File: src/rtl/div_pkg.sv
`timescale 1ns/1ps
package div_pkg;

  typedef enum logic [1:0] {
    CORE_IDLE = 2'd0,
    CORE_RUN  = 2'd1,
    CORE_FIN  = 2'd2
  } core_state_e;

  // Per-division context captured at acceptance
  typedef struct packed {
    logic signed_op;
    logic neg_quo;
    logic neg_rem;
    logic zero_div;
  } div_ctx_t;

endpackage

File: src/rtl/div_operand_prep.sv
`timescale 1ns/1ps
module div_operand_prep #(
  parameter int unsigned DW = 16
) (
  input  logic                  signed_mode,
  input  logic [DW-1:0]         word_hi,
  input  logic [DW-1:0]         word_lo,
  input  logic [DW-1:0]         dvsr,
  output logic [2*DW-1:0]       num_mag,
  output logic [DW-1:0]         den_mag,
  output div_pkg::div_ctx_t     ctx
);
  localparam int unsigned NW = 2*DW;
  localparam logic [NW-1:0] ONE_N = {{(NW-1){1'b0}}, 1'b1};
  localparam logic [DW-1:0] ONE_D = {{(DW-1){1'b0}}, 1'b1};

  logic [NW-1:0] num_raw;
  logic          num_neg;
  logic          den_neg;

  always_comb begin
    num_raw      = {word_hi, word_lo};
    num_neg      = signed_mode & num_raw[NW-1];
    den_neg      = signed_mode & dvsr[DW-1];
    num_mag      = num_neg ? ((~num_raw) + ONE_N) : num_raw;
    den_mag      = den_neg ? ((~dvsr) + ONE_D) : dvsr;
    ctx.signed_op = signed_mode;
    ctx.neg_quo   = num_neg ^ den_neg;
    ctx.neg_rem   = num_neg;
    ctx.zero_div  = (dvsr == '0);
  end

endmodule

File: src/rtl/div_restore_core.sv
`timescale 1ns/1ps
module div_restore_core #(
  parameter int unsigned DW = 16
) (
  input  logic              clk,
  input  logic              rst_n,
  input  logic              load,
  input  logic [2*DW-1:0]   num_mag,
  input  logic [DW-1:0]     den_mag,
  output logic              busy,
  output logic              fin,
  output logic [2*DW-1:0]   quo_mag,
  output logic [DW-1:0]     rem_mag
);
  import div_pkg::*;

  localparam int unsigned NW   = 2*DW;
  localparam int unsigned CW   = $clog2(NW);
  localparam logic [CW-1:0] LAST = CW'(NW-1);
  localparam logic [CW-1:0] ONE_C = CW'(1);

  core_state_e   state_q, state_d;
  logic [CW-1:0] cnt_q, cnt_d;
  logic [NW-1:0] acc_q, acc_d;
  logic [DW-1:0] part_q, part_d;
  logic [DW-1:0] den_q, den_d;
  logic          dp_en;
  logic          den_en;

  // One restoring step: shift in the next dividend bit, try to subtract
  logic [DW:0]   shifted;
  logic [DW+1:0] trial;
  logic          take;
  logic [DW-1:0] part_step;
  logic [NW-1:0] acc_step;

  always_comb begin
    shifted   = {part_q, acc_q[NW-1]};
    trial     = {1'b0, shifted} - {2'b00, den_q};
    take      = ~trial[DW+1];
    part_step = take ? trial[DW-1:0] : shifted[DW-1:0];
    acc_step  = {acc_q[NW-2:0], take};
  end

  always_comb begin
    state_d = state_q;
    cnt_d   = cnt_q;
    acc_d   = acc_q;
    part_d  = part_q;
    den_d   = den_q;
    dp_en   = 1'b0;
    den_en  = 1'b0;
    unique case (state_q)
      CORE_IDLE: begin
        if (load) begin
          state_d = CORE_RUN;
          cnt_d   = '0;
          acc_d   = num_mag;
          part_d  = '0;
          den_d   = den_mag;
          dp_en   = 1'b1;
          den_en  = 1'b1;
        end
      end
      CORE_RUN: begin
        acc_d  = acc_step;
        part_d = part_step;
        cnt_d  = cnt_q + ONE_C;
        dp_en  = 1'b1;
        if (cnt_q == LAST) begin
          state_d = CORE_FIN;
        end
      end
      CORE_FIN: begin
        state_d = CORE_IDLE;
      end
      default: begin
        state_d = CORE_IDLE;
      end
    endcase
  end

  always_ff @(posedge clk or negedge rst_n) begin
    if (!rst_n) begin
      state_q <= CORE_IDLE;
      cnt_q   <= '0;
      acc_q   <= '0;
      part_q  <= '0;
      den_q   <= '0;
    end else begin
      state_q <= state_d;
      cnt_q   <= cnt_d;
      if (dp_en) begin
        acc_q  <= acc_d;
        part_q <= part_d;
      end
      if (den_en) begin
        den_q <= den_d;
      end
    end
  end

  assign busy    = (state_q != CORE_IDLE);
  assign fin     = (state_q == CORE_FIN);
  assign quo_mag = acc_q;
  assign rem_mag = part_q;

endmodule

File: src/rtl/div_range_check.sv
`timescale 1ns/1ps
module div_range_check #(
  parameter int unsigned DW = 16
) (
  input  div_pkg::div_ctx_t ctx,
  input  logic [2*DW-1:0]   quo_mag,
  input  logic [DW-1:0]     rem_mag,
  output logic              err,
  output logic [DW-1:0]     quo_word,
  output logic [DW-1:0]     rem_word
);
  localparam int unsigned NW = 2*DW;
  localparam logic [DW-1:0] ONE_D   = {{(DW-1){1'b0}}, 1'b1};
  localparam logic [DW-1:0] NEG_LIM = {1'b1, {(DW-1){1'b0}}};

  logic          upper_zero;
  logic [DW-1:0] low_mag;
  logic          fits;

  always_comb begin
    upper_zero = (quo_mag[NW-1:DW] == '0);
    low_mag    = quo_mag[DW-1:0];
    if (!ctx.signed_op) begin
      fits = upper_zero;
    end else if (ctx.neg_quo) begin
      fits = upper_zero && (low_mag <= NEG_LIM);
    end else begin
      fits = upper_zero && !low_mag[DW-1];
    end
    err      = ctx.zero_div | ~fits;
    quo_word = ctx.neg_quo ? ((~low_mag) + ONE_D) : low_mag;
    rem_word = ctx.neg_rem ? ((~rem_mag) + ONE_D) : rem_mag;
  end

endmodule

File: src/rtl/dword_divider.sv
`timescale 1ns/1ps
module dword_divider #(
  parameter int unsigned DW = 16
) (
  input  logic          clk,
  input  logic          rst_n,
  input  logic          start,
  input  logic          signed_mode,
  input  logic [DW-1:0] dividend_hi,
  input  logic [DW-1:0] dividend_lo,
  input  logic [DW-1:0] divisor,
  output logic          busy,
  output logic          done,
  output logic          div_error,
  output logic [DW-1:0] quotient,
  output logic [DW-1:0] remainder
);
  import div_pkg::*;

  localparam int unsigned NW = 2*DW;

  logic [NW-1:0] num_mag;
  logic [DW-1:0] den_mag;
  div_ctx_t      ctx_d, ctx_live, ctx_q;
  logic          ctx_en;
  logic          accept;

  logic          core_busy;
  logic          core_fin;
  logic [NW-1:0] quo_mag;
  logic [DW-1:0] rem_mag;

  logic          chk_err;
  logic [DW-1:0] quo_word;
  logic [DW-1:0] rem_word;

  logic          done_q, done_d;
  logic          err_q, err_d;
  logic [DW-1:0] quo_q, quo_d;
  logic [DW-1:0] rem_q, rem_d;
  logic          res_en;

  div_operand_prep #(.DW(DW)) u_prep (
    .signed_mode (signed_mode),
    .word_hi     (dividend_hi),
    .word_lo     (dividend_lo),
    .dvsr        (divisor),
    .num_mag     (num_mag),
    .den_mag     (den_mag),
    .ctx         (ctx_live)
  );

  div_restore_core #(.DW(DW)) u_core (
    .clk     (clk),
    .rst_n   (rst_n),
    .load    (accept),
    .num_mag (num_mag),
    .den_mag (den_mag),
    .busy    (core_busy),
    .fin     (core_fin),
    .quo_mag (quo_mag),
    .rem_mag (rem_mag)
  );

  div_range_check #(.DW(DW)) u_range (
    .ctx      (ctx_q),
    .quo_mag  (quo_mag),
    .rem_mag  (rem_mag),
    .err      (chk_err),
    .quo_word (quo_word),
    .rem_word (rem_word)
  );

  always_comb begin
    accept = start & ~core_busy;
    ctx_en = accept;
    ctx_d  = ctx_live;
    done_d = core_fin;
    err_d  = core_fin & chk_err;
    res_en = core_fin & ~chk_err;
    quo_d  = quo_word;
    rem_d  = rem_word;
  end

  always_ff @(posedge clk or negedge rst_n) begin
    if (!rst_n) begin
      ctx_q  <= '0;
      done_q <= 1'b0;
      err_q  <= 1'b0;
      quo_q  <= '0;
      rem_q  <= '0;
    end else begin
      if (ctx_en) begin
        ctx_q <= ctx_d;
      end
      done_q <= done_d;
      err_q  <= err_d;
      if (res_en) begin
        quo_q <= quo_d;
        rem_q <= rem_d;
      end
    end
  end

  assign busy      = core_busy;
  assign done      = done_q;
  assign div_error = err_q;
  assign quotient  = quo_q;
  assign remainder = rem_q;

endmodule

File: config.mk
export PLATFORM = sky130hd
export DESIGN_NAME = dword_divider
export DESIGN_NICKNAME = d
export VERILOG_FILES = /design/src/rtl/div_pkg.sv /design/src/rtl/div_operand_prep.sv /design/src/rtl/div_restore_core.sv /design/src/rtl/div_range_check.sv /design/src/rtl/dword_divider.sv
export SDC_FILE = /design/constraint.sdc
export NUM_CORES = 1
export LEC_CHECK = 0
export ABC_AREA = 1
export BUFFER_PORTS_ARGS = -buffer_cell sky130_fd_sc_hd__buf_4
export CAP_MARGIN = 20
export CORE_MARGIN = 2
export CORE_UTILIZATION = 25
export CTS_CLUSTER_DIAMETER = 150
export DETAILED_ROUTE_END_ITERATION = 8
export PLACE_DENSITY = 0.44
export SLEW_MARGIN = 20
export SYNTH_ARGS = -nofsm -noshare
export SYNTH_HDL_FRONTEND = slang
export SYNTH_HIERARCHICAL = 1
export SYNTH_SLANG_ARGS = --single-unit
export TNS_END_PERCENT = 10
File: constraint.sdc
create_clock -name clk -period 3.09 [get_ports clk]
set_input_delay 0.309 -clock clk [delete_from_list [all_inputs] [get_ports clk]]
set_output_delay 0.309 -clock clk [all_outputs]
set_load 0.02 [all_outputs]
---- After elaboration in Yosys (flattened, before gate mapping) ----
Cells that the tools add are included.
word-level totals
  bits in registers ....................... 109
  input bits .............................. 52
  output and inout bits ................... 35
  word-level logic and storage cells ...... 71
cells by class
  add/sub/neg operators ................... 6
  $lt $le $gt $ge ......................... 1
  equal/unequal tests ..................... 5
  mux-type cells .......................... 19
  bitwise gates (word level) .............. 15
  reduce and logical (&&, ||, !) cells .... 12
operators with widths
  kind                     number
  $mux W16                 5
  $mux W32                 2
  $pmux W32 S2             1
  $add A16 B1 Y16 const B  3
  $not A16 Y16             3
  $add A32 B1 Y32 const B  1
  $logic_not A16 Y1        2
  $not A32 Y32             1
  $pmux W16 S2             1
  $sub A17 B16 Y18         1
  $le A16 B16 Y1 const B   1
  $pmux W5 S2              1
  $reduce_and A3 Y1        2
  $add A5 B1 Y5 const B    1
  $and A1 B1 Y1            5
  $eq A5 B5 Y1 const B     1
  $mux W5                  1
  $mux W1                  4
  $mux W2                  2
  $not A1 Y1               4
  $pmux W2 S2              1
  $reduce_and A2 Y1        2
  $reduce_bool A2 Y1       2
  $eq A2 B1 Y1 const B     1
  other kinds (9)          10

---- Longest topological paths before layout ----
Gate-level depths: netlist of the first run.
  depth in word-level cells ............... 8
  mapped depth ............................ 14
  mapped depth without buffers ............ 14

---- By module ----
Netlist of the first run, hierarchy kept.
by module, submodules not included
  module            instances  cells each  area each (µm²)  sequential area each (µm²)
  div_restore_core  1          552         4151.5           1776.7
  dword_divider     1          163         1565.3           950.9
  div_operand_prep  1          312         1477.7           0.0
  div_range_check   1          203         991.0            0.0

---- Worst setup path after synthesis of the first run ----
Ideal clock, no wire load.
  kind .................................... register to register
  start point ............................. register u_core.acc_q[31] (netlist: u_core/quo_mag[31])
  end point ............................... register u_core.part_q[14] (netlist: u_core/rem_mag[14])
  setup time .............................. 0.116 ns
  arrival time ............................ 1.732 ns
  data required time ...................... 2.974 ns
  setup slack ............................. 1.242 ns
  cell stages (with the launch flop) ...... 15
  buffers on the path ..................... 0
  period minus slack after synthesis ...... 1.848 ns
  cell sequence ........................... dfrtp_1 -> inv_1 -> ha_1 -> inv_1 -> fa_1 -> nand3_1 -> nand3_1 -> nand2_1 -> nand2_1 -> nand2_1 -> nand2_1 -> nand2_1 -> nand3_1 -> nand2_1 -> nand2_1
on the way
  longest elaborated chain between the ends .. 3
ends and longest elaborated chain
  what                    line                    text
  from (decl)             div_restore_core.sv:24  logic [NW-1:0] acc_q, acc_d;
  from (signal assigned)  div_restore_core.sv:87  acc_q <= '0;
  from (signal assigned)  div_restore_core.sv:94  acc_q <= acc_d;
  $sub A17 B16 Y18        div_restore_core.sv:39  trial = {1'b0, shifted} - {2'b00, den_q};
  $mux W16                div_restore_core.sv:41  part_step = take ? trial[DW-1:0] : shifted[DW-1:0];
  $pmux W16 S2            div_restore_core.sv:53  unique case (state_q)
  to (signal assigned)    div_restore_core.sv:95  part_q <= part_d;
  to (decl)               div_restore_core.sv:25  logic [DW-1:0] part_q, part_d;
No other way between the ends.
A chain may end at the register's enable or synchronous reset.

---- Worst setup path after layout of the first run ----
  start point ............................. register u_core.part_q[6] (netlist: u_core/rem_mag[6])
  end point ............................... register u_core.part_q[14] (netlist: u_core/rem_mag[14])
on the way
  longest elaborated chain between the ends .. 3
ends and longest elaborated chain
  what              line
  $sub A17 B16 Y18  div_restore_core.sv:39
  $mux W16          div_restore_core.sv:41
  $pmux W16 S2      div_restore_core.sv:53
No other way between the ends.

==> results of run 1 <==
-- through the flow --
step	setup WS, ns	area [µm²]	instances	total power, mW
after floorplan	1.24	8190	1230	6.00
after global placement	0.770	9170	1725	7.21
after detailed placement	0.786	9170	1725	7.21
after CTS	0.769	9470	1741	8.47
after global routing	0.535	9480	1741	9.33
final	0.769	9480	1741	8.40
-- where the power goes --
part | switching [mW] | total, mW | internal [mW]
logic | 2.95 | 4.69 | 1.75
clock network | 0.633 | 1.22 | 0.585
registers | 0.597 | 2.49 | 1.89
total | 4.18 | 8.40 | 4.22
-- placed cells by master (no fill, tap or decap), drive strengths merged --
cell type / Yosys / routed
fa: 1 / 1
xor2: 27 / 27
inv: 167 / 172
o22ai: 32 / 32
a22o: 2 / 2
nand3b: 15 / 15
clkinv: 0 / 2
mux2: 1 / 1
and2: 1 / 1
nand3: 116 / 116
clkbuf: 11 / 9
nand4: 13 / 13
a21oi: 58 / 58
or2: 3 / 3
buf: 31 / 95
nor2: 136 / 136
a31oi: 3 / 3
ha: 22 / 22
xnor2: 18 / 18
dfrtp: 109 / 109
nor3: 7 / 7
nand2: 426 / 426
o21ai: 31 / 31
-- worst reg2reg max path: stages, from the launching register on --
cell and delay, ns:
dfrtp_1 0.53, ha_1 0.43, nand2_1 0.15, inv_1 0.07, nand2_1 0.06, nand2_1 0.09, inv_2 0.08, nand3_2 0.11
nand2_4 0.17, nand2_4 0.19, nand2_2 0.17, nand2_1 0.08, nand2_1 0.06, nand2_1 0.05
-- registers in the layout (all words and copies together) (netlist names) --
register / count
quotient: 16
u_core/cnt_q: 5
ctx_q: 4
u_core/den_q: 16
u_core/state_q: 2
done: 1
div_error: 1
u_core/quo_mag: 32
u_core/rem_mag: 16
remainder: 16
-- metal layers --
layer	global-route usage, %	up-vias	share of wire (%)
li1	-	4010	-
met1	21.4	3464	53
met2	22.0	139	43
met3	1.91	14	3.5
met4	3.27	0	1.1
met5	0	-	0
-- cell type report --
type / count / area [µm²] / share of cell area, %
well taps: 442 / 553 / 5.84
repair buffers: 95 / 717 / 7.57
inverters: 167 / 629 / 6.64
multi-input cells: 912 / 4540 / 47.9
clock inverters: 7 / 81.3 / 0.858
clock buffers: 9 / 225 / 2.38
flip-flops and latches: 109 / 2730 / 28.8
-- final timing paths --
check | to | start | slack, ns
setup / recovery | u_core/rem_mag[14] | u_core/rem_mag[6] | 0.77
hold / removal | remainder[6] | rst_n | -0.009
setup reg to reg | u_core/rem_mag[14] | u_core/rem_mag[6] | 0.77
hold reg to reg | quotient[2] | quotient[2] | 0.48
max in group asynchronous | u_core/quo_mag[29] | rst_n | 2.42
min in group clk | u_core/den_q[0] | divisor[0] | 0.20
-- logic make-up after synthesis --
logic type | after synthesis
and+or+nand+nor | 717
muxes | 1
xor gates and xnor gates | 45
DFF | 109
adders and majority gates | 23
buffers and inverters | 209
AOI/OAI and AO/OA | 126
==> results.json, run 1 <==
{
  "htreeDepth": 3,
  "num_antenna_cells": 0,
  "die_area_um2": 34200,
  "yosys-top-cells-count": "nand2_1 (395), inv_1 (161), nor2_1 (120), nand3_1 (114), dfrtp_1 (109)",
  "num_io_pins": 87,
  "slew_violations": 0,
  "synth_most_common_cell": "nand2_1",
  "drt_iter0_drc": 527,
  "nets": 1369,
  "core_area_um2": 32400,
  "cpPeakStageDelay_ns": 0.53,
  "antenna_found_initial": 0,
  "initial_core_util_pct": 25.3,
  "cts.sinks": 109,
  "drc": 0,
  "path_cells": "ha_1 > nand2_1 > inv_1 > nand2_1 > nand2_1 > inv_2 > nand3_2 > nand2_4 > nand2_4 > nand2_2 > nand2_1 > nand2_1 > nand2_1",
  "ys_warn_count": 6,
  "timing.hold.ws_ns": -0.00894,
  "synth-edff-count": 0,
  "drtPass1Iterations": 6,
  "fp-row-count": 66,
  "cts_resized": 0,
  "worstPathArrival_ns": 2.58,
  "synthAdderAreaFrac_pct": 3.61,
  "overflow": 0,
  "setup_viol": 0,
  "tns_ns": 0,
  "path_common_cell": "nand2_1",
  "clock_latency_ns": 0.37,
  "yosysUniqueCellTypes": 40,
  "synthTopCellsByArea": "dfrtp_1 (33%), nand2_1 (18%), inv_1 (7.4%)",
  "slowest_stage": "dfrtp_1",
  "peakVddDrop_mv": 0.354,
  "path_buf_inv": 2,
  "grt_pass1_vias": 7339,
  "cts_buffers": 9,
  "track_usage_pct": 14.4,
  "dp_hpwl_mm": 18.5,
  "postRouteAntennaNets": 0,
  "fin_skew_ns": 0.0142,
  "viasPerCell": 4.38,
  "finalHoldViolCount": 5,
  "cts_setup_buffers": 0,
  "syn-num-nets": 1305,
  "powerDensity_nw_per_um2": 887,
  "synth_xor_area_share_pct": 4.82,
  "crit_required_ns": 3.35,
  "fill_cells": 3651,
  "max_slew.worst_pin.slew_ns": 0.947,
  "syn_to_final_growth_pct": 15.8,
  "synthMuxAreaShare_pct": 0.138,
  "status": "finished with violations",
  "hold_buffers": 0,
  "critPathMaxFanout": 17,
  "cap_violations": 0,
  "fin_util_pct": 29.3,
  "clkSlewWorstSetupHoldPaths_ns": 0.08,
  "die_y_um": 185,
  "num_vias": 7627,
  "port_buffers": 86,
  "ys_seq_area_share_pct": 33.3,
  "crit_path_end_kind": "flip-flop",
  "wl_mm": 23.6,
  "synth-seq-cells": 109,
  "synthFlopType": "dfrtp_1",
  "synth-simple-area-share_pct": 38.2,
  "synth-compound-area-share_pct": 8.70,
  "cp-start-kind": "flip-flop",
  "min_period_ns": 2.32,
  "violations": "hold timing",
  "cp.depth": 13,
  "cts-root-buf": "clkbuf_16",
  "async_flop_share_pct": 100,
  "cts_tree": "done",
  "yosys.area.top_type": "dfrtp_1",
  "grt_pass1_wl_mm": 39.3,
  "synth_cells": 1230,
  "die_w_um": 185,
  "crit_type": "flip-flop to flip-flop",
  "grt_max_degree": 80,
  "wl_per_cell_um": 13.6,
  "syn_avg_cell_area_um2": 6.65,
  "reg2reg_depth": 13,
  "cp_top_family": "simple AND/OR/NAND/NOR gates",
  "yosys.area.top_type_share_pct": 33.3,
  "synth_top_family_by_area": "simple AND/OR/NAND/NOR gates",
  "post-route-period-util_pct": 75.1,
  "max_slew_margin_pct": 36.8,
  "power_leakage_nw": 5.06,
  "synthesis.area_um2": 8190,
  "clockBufferDepth": 2,
  "max_freq_mhz": 431,
  "hold_class": "input pin to asynchronous set/reset pin",
  "rsz0062_at_grt": "false",
  "drive_gt1_share_pct": 13.4,
  "gp_congestion": 0.852
}
Note: power is estimated with default switching activity, not from simulation.
==> run 2: changes to the inputs <==
- PLACE_DENSITY: 0.44 -> 0.45
- clock period: 3.09 -> 1.95 ns (I/O delays scaled with it)
==> run 2 against run 1 <==
The flow now finishes without violations. Final cell count rose by 2.9%. Register-to-register slack got worse by 0.68 ns. Clock skew decreased by 0.00082 ns. Sequential cell count did not move. Critical endpoint unchanged. Largest cell class unchanged. Highest routed layer unchanged.
==> results.json, run 2 (synthesis results as in run 1) <==
{
  "hold_class": "input pin to flip-flop",
  "intPower_mw": 7.69,
  "max_slew_margin_pct": 54.6,
  "viasPerCell": 4.37,
  "grt_max_degree": 64,
  "post-route-period-util_pct": 95.5,
  "crit_required_ns": 2.21,
  "r2r_start": "u_core/quo_mag[31]",
  "cts_buffers": 9,
  "worstPathArrival_ns": 2.12,
  "cts_tree": "done",
  "fin_skew_ns": 0.0134,
  "num_io_pins": 87,
  "final_common_cell": "nand2_1",
  "switching_power_mw": 7.04,
  "drt_iter0_drc": 427,
  "core_area_um2": 32400,
  "overflow": 0,
  "drive_gt1_share_pct": 19.5,
  "postRouteAntennaNets": 0,
  "hold_start": "divisor[0]",
  "cp-start-kind": "flip-flop",
  "max_slew.worst_pin.slew_ns": 0.680,
  "die_w_um": 185,
  "num_vias": 7825,
  "reg2reg_depth": 14,
  "slew_violations": 0,
  "wl_per_cell_um": 13.5,
  "p_seq_share_pct": 24.9,
  "wl_mm": 24.3,
  "swShare_pct": 47.8,
  "hold_depth": 2,
  "critPathMaxFanout": 4,
  "drtPass1Iterations": 5,
  "initial_core_util_pct": 25.3,
  "syn_to_final_growth_pct": 24.0,
  "seq_area_um2": 2730,
  "die_y_um": 185,
  "clkSlewWorstSetupHoldPaths_ns": 0.08,
  "grtUsageMet1_pct": 22.1,
  "fill_cells": 3625,
  "crit_start": "u_core/quo_mag[31]",
  "clock_latency_ns": 0.36,
  "clockBufferDepth": 2,
  "grt_pass1_vias": 7382,
  "htreeDepth": 3,
  "tns_ns": 0,
  "power_leakage_nw": 5.33,
  "use_met3_pct": 1.69,
  "multi_input_area_um2": 4770,
  "nets": 1420,
  "crit_type": "flip-flop to flip-flop",
  "powerDensity_nw_per_um2": 1450,
  "port_buffers": 86,
  "setup_viol": 0,
  "grt_pass1_wl_mm": 39.3,
  "peakVddDrop_mv": 0.654,
  "track_usage_pct": 14.5,
  "max_freq_mhz": 537,
  "met2_usage_pct": 21.5,
  "cts.sinks": 109,
  "gp_congestion": 0.845,
  "power_frac_comb_pct": 62.6,
  "power_frac_clock_pct": 12.5,
  "cts-root-buf": "clkbuf_16",
  "finalHoldViolCount": 0,
  "num_antenna_cells": 0,
  "rsz0062_at_grt": "true",
  "largest_reg_flops": 32,
  "timing.hold.ws_ns": 0.0998,
  "drc": 0,
  "dp_hpwl_mm": 19.0,
  "antenna_found_initial": 0,
  "layout_common_cells": "nand2_1 (382), inv_1 (157), buf_4 (135)",
  "status": "completed",
  "crit_path_end_kind": "flip-flop",
  "die_area_um2": 34200,
  "min_period_ns": 1.86,
  "cap_violations": 0,
  "grt.busiest_layer": "met1",
  "fp-row-count": 66
}
-- run 2: cell count changes in the layout (fill, tap and decap cells not counted), moves of 3 or more --
cell	change
ha_2	+3
inv_2	+3
buf_4	+41
nand3_1	-3
nand2_1	-12
nor2_1	-3
nor2_2	+3
ha_1	-12
nand2_2	+12
ha_4	+9
inv_1	-4
buf_12	+6
-- run 2: what timing repair did --
action                                 CTS  global route
pin swaps                                0             9
setup endpoints to repair                1            74
resized for setup                        1            49
buffers inserted                         0             1
cloned                                   0             1
hold buffers                             1             0
endpoints found under the hold margin   35             0
-- run 2: metal layers --
metal	routed length, µm	share of wire (%)	vias to the layer above
li1	-	-	4112
met1	12900	53	3567
met2	10300	42	128
met3	770	3.2	18
met4	306	1.3	0
met5	0	0	-
-- run 2: final cells by class --
cell class	count	share of cell area, %
clock buffers	10	2.26
multi-input cells	913	47.0
inverters	167	6.25
clock inverters	6	0.555
repair buffers	145	11.6
well taps	442	5.45
flip-flops and latches	109	26.9
-- run 2: worst max-delay path, stage by stage, from the launching register on --
cell     delay [ns]
dfrtp_1        0.39
inv_2          0.06
ha_2           0.17
inv_2          0.05
fa_2           0.40
nand3_2        0.10
nand3_4        0.09
nand2_2        0.08
nand2_2        0.07
nand2_2        0.07
nand2_1        0.05
nand2_1        0.05
nand3_1        0.07
nand2_1        0.07
nand2_1        0.04
-- run 2: worst paths after layout --
kind	slack (ns)	to
worst min-delay path	0.1	u_core/den_q[0]
worst max-delay path	0.09	u_core/rem_mag[14]
worst min register to register	0.47	quotient[5]
min in group asynchronous	0.38	remainder[10]
max in group asynchronous	0.97	u_core/quo_mag[8]
worst max register to register	0.09	u_core/rem_mag[14]
-- run 2: power groups by stage --
stage	logic (mW)	registers (mW)	clock network, mW
3_5_place_dp	8.66	3.65	0
2_1_floorplan	5.93	3.58	0
5_1_grt	10.4	3.76	2.02
3_3_place_gp	8.60	3.65	0
6_report	9.23	3.66	1.84
4_1_cts	8.71	3.61	1.93
-- run 2: metrics by stage --
step	instances	setup WS, ns	util (%)	power (mW)	instance area [µm²]
global placement	1773	-0.0168	29.7	12.2	9600
finish	1792	0.0881	31.4	14.7	10200
floorplan	1230	0.102	-	9.51	8190
CTS	1790	0.00407	30.6	14.3	9900
detailed placement	1773	-0.0110	29.7	12.3	9600
global route	1792	-0.0359	31.4	16.2	10200
==> run 3: changes to the inputs <==
- CORE_UTILIZATION: 25 -> 48
- PLACE_DENSITY: 0.45 -> 0.73
==> run 3 against run 2 <==
Critical path depth shrank 3. Final area is 2.5% lower. Die area shrank 47%. Highest routed layer unchanged. Wire length is 13% lower. Power down 0.12%. Hold slack gained 0.0077 ns. First-iteration DRC count increased by 24%. Global-route usage up 9.2 points. Largest cell class unchanged. Fmax decreased by 1.9%. Combinational power about the same. Sequential power up 1%.
==> results.json, run 3 (synthesis results as in run 1) <==
{
  "status": "completed",
  "switching_power_mw": 6.95,
  "fin_util_pct": 59.5,
  "powerDensity_nw_per_um2": 1490,
  "drive_gt1_share_pct": 19.4,
  "tns_ns": 0,
  "path_cells": "ha_1 > nand2_1 > buf_4 > nor2_1 > nand3b_1 > nand2_1 > nand2_1 > nand3_1 > nand3_1 > nand2_1 > nand2_1",
  "setup_viol": 0,
  "antenna_found_initial": 0,
  "final_common_cell": "nand2_1",
  "drt_iter0_drc": 531,
  "largest_reg_flops": 32,
  "port_buffers": 86,
  "r2r_start": "u_core/rem_mag[4]",
  "critPathMaxFanout": 3,
  "crit_path_end_kind": "flip-flop",
  "cts-root-buf": "clkbuf_16",
  "layout_common_cells": "nand2_1 (385), inv_1 (155), buf_4 (135)",
  "finalHoldViolCount": 0,
  "track_usage_pct": 23.7,
  "max_freq_mhz": 527,
  "p_seq_share_pct": 25.2,
  "max_slew_margin_pct": 64.4,
  "syn_to_final_growth_pct": 21.0,
  "timing.rr.end": "u_core/rem_mag[15]",
  "cap_violations": 0,
  "total_power_mw": 14.7,
  "viasPerCell": 5.10,
  "intPower_mw": 7.77,
  "num_io_pins": 87,
  "slowest_stage": "dfrtp_1",
  "post-route-period-util_pct": 97.3,
  "cts_tree": "done",
  "path_buf_inv": 1,
  "core_area_um2": 16600,
  "initial_core_util_pct": 49.2,
  "dp_hpwl_mm": 16.1,
  "cp_top_family": "simple AND/OR/NAND/NOR gates",
  "fin_skew_ns": 0.00821,
  "reg2reg_depth": 11,
  "power_frac_comb_pct": 62.6,
  "htreeDepth": 3,
  "power_frac_clock_pct": 12.2,
  "die_y_um": 135,
  "slew_violations": 0,
  "grt_max_degree": 64,
  "cts.sinks": 109,
  "grt_pass1_wl_mm": 34.8,
  "clockBufferDepth": 2,
  "nets": 1418,
  "peakVddDrop_mv": 0.846,
  "wl_per_cell_um": 13.4,
  "min_period_ns": 1.90,
  "max_slew.worst_pin.slew_ns": 0.533,
  "num_antenna_cells": 0,
  "crit_type": "flip-flop to flip-flop",
  "clock_latency_ns": 0.36,
  "drc": 0,
  "die_area_um2": 18100,
  "die_w_um": 135,
  "dpl-instance-area_um2": 9290,
  "num_vias": 7999,
  "placed_cells_incl_taps": 1548,
  "r2r_slack_ns": 0.05,
  "drtPass1Iterations": 9,
  "hold_class": "input pin to flip-flop",
  "postRouteAntennaNets": 0,
  "gp_congestion": 0.914,
  "final-instance-count-excl-fill": 1568,
  "power_leakage_nw": 5.32,
  "clkSlewWorstSetupHoldPaths_ns": 0.08,
  "cp-start-kind": "flip-flop",
  "swShare_pct": 47.2,
  "worstPathArrival_ns": 2.16,
  "cts_buffers": 9,
  "crit_required_ns": 2.21,
  "fp-row-count": 47,
  "final_area_um2": 9900,
  "grt_pass1_vias": 7218,
  "wl_mm": 21.0,
  "cpPeakStageDelay_ns": 0.41,
  "overflow": 0,
  "cp-endpoint": "u_core/rem_mag[15]",
  "crit_start": "u_core/rem_mag[4]",
  "cp.depth": 11,
  "path_common_cell": "nand2_1"
}
==> run 3: area by class of cell <==
| cell class | instances | area, µm² |
|---|---|---|
| multi-input combinational | 913 | 4810 |
| tap | 220 | 275 |
| inverter | 167 | 634 |
| clock inverter | 7 | 67.6 |
| clock buffer | 9 | 225 |
| timing repair buffer | 143 | 1160 |
| fill | 1582 | 6740 |
| sequential | 109 | 2730 |
==> run 3: what timing repair did <==
item | 4_1_cts | 5_1_grt
resized for setup | 4 | 52
hold buffers | 1 | 0
hold endpoints to repair | 24 | 0
pin swaps | 0 | 7
gates cloned | 0 | 1
setup buffers | 0 | 2
endpoints found under the setup margin | 17 | 79
==> run 3: worst min-delay path by stage <==
stage                    start            endpoint  slack (ns)  cells past startpoint
floorplan                rst_n            ctx_q[0]       -0.10                      0
global placement         rst_n  u_core/quo_mag[19]        0.14                      1
detailed placement       rst_n  u_core/quo_mag[19]        0.14                      1
CTS                 divisor[0]     u_core/den_q[0]         0.1                      2
global route        divisor[0]     u_core/den_q[0]        0.11                      2
finish              divisor[0]     u_core/den_q[0]        0.11                      2
==> run 3: metal layers <==
layer	vias up	track usage (%)	share of wire, %
li1	4101	-	-
met1	3657	34.3	48
met2	219	37.4	45
met3	22	3.49	5.4
met4	0	5.73	1.5
met5	-	0	0
==> run 3: power groups by stage <==
stage                     Clock [mW]  Combinational [mW]  Sequential (mW)
after detailed placement           0                8.39             3.67
after floorplan                    0                5.93             3.58
after global placement             0                8.26             3.64
after global routing            1.94                10.4             3.82
after CTS                       1.84                8.49             3.63
final                           1.79                9.22             3.71
==> run 3: through the flow <==
step / setup slack, ns / hold slack (ns)
after global placement: -0.0168 / 0.139
after floorplan: 0.102 / -0.101
after CTS: 0.00922 / 0.0985
final: 0.0526 / 0.107
after detailed placement: -0.0183 / 0.139
after global routing: -0.00993 / 0.109
==> run 3: worst register-to-register path, stage by stage, from the launching register on <==
cell      delay (ns)
dfrtp_1         0.41
ha_1            0.32
nand2_1         0.09
buf_4           0.15
nor2_1          0.15
nand3b_1        0.13
nand2_1         0.15
nand2_1         0.11
nand3_1         0.09
nand3_1         0.08
nand2_1         0.07
nand2_1         0.04
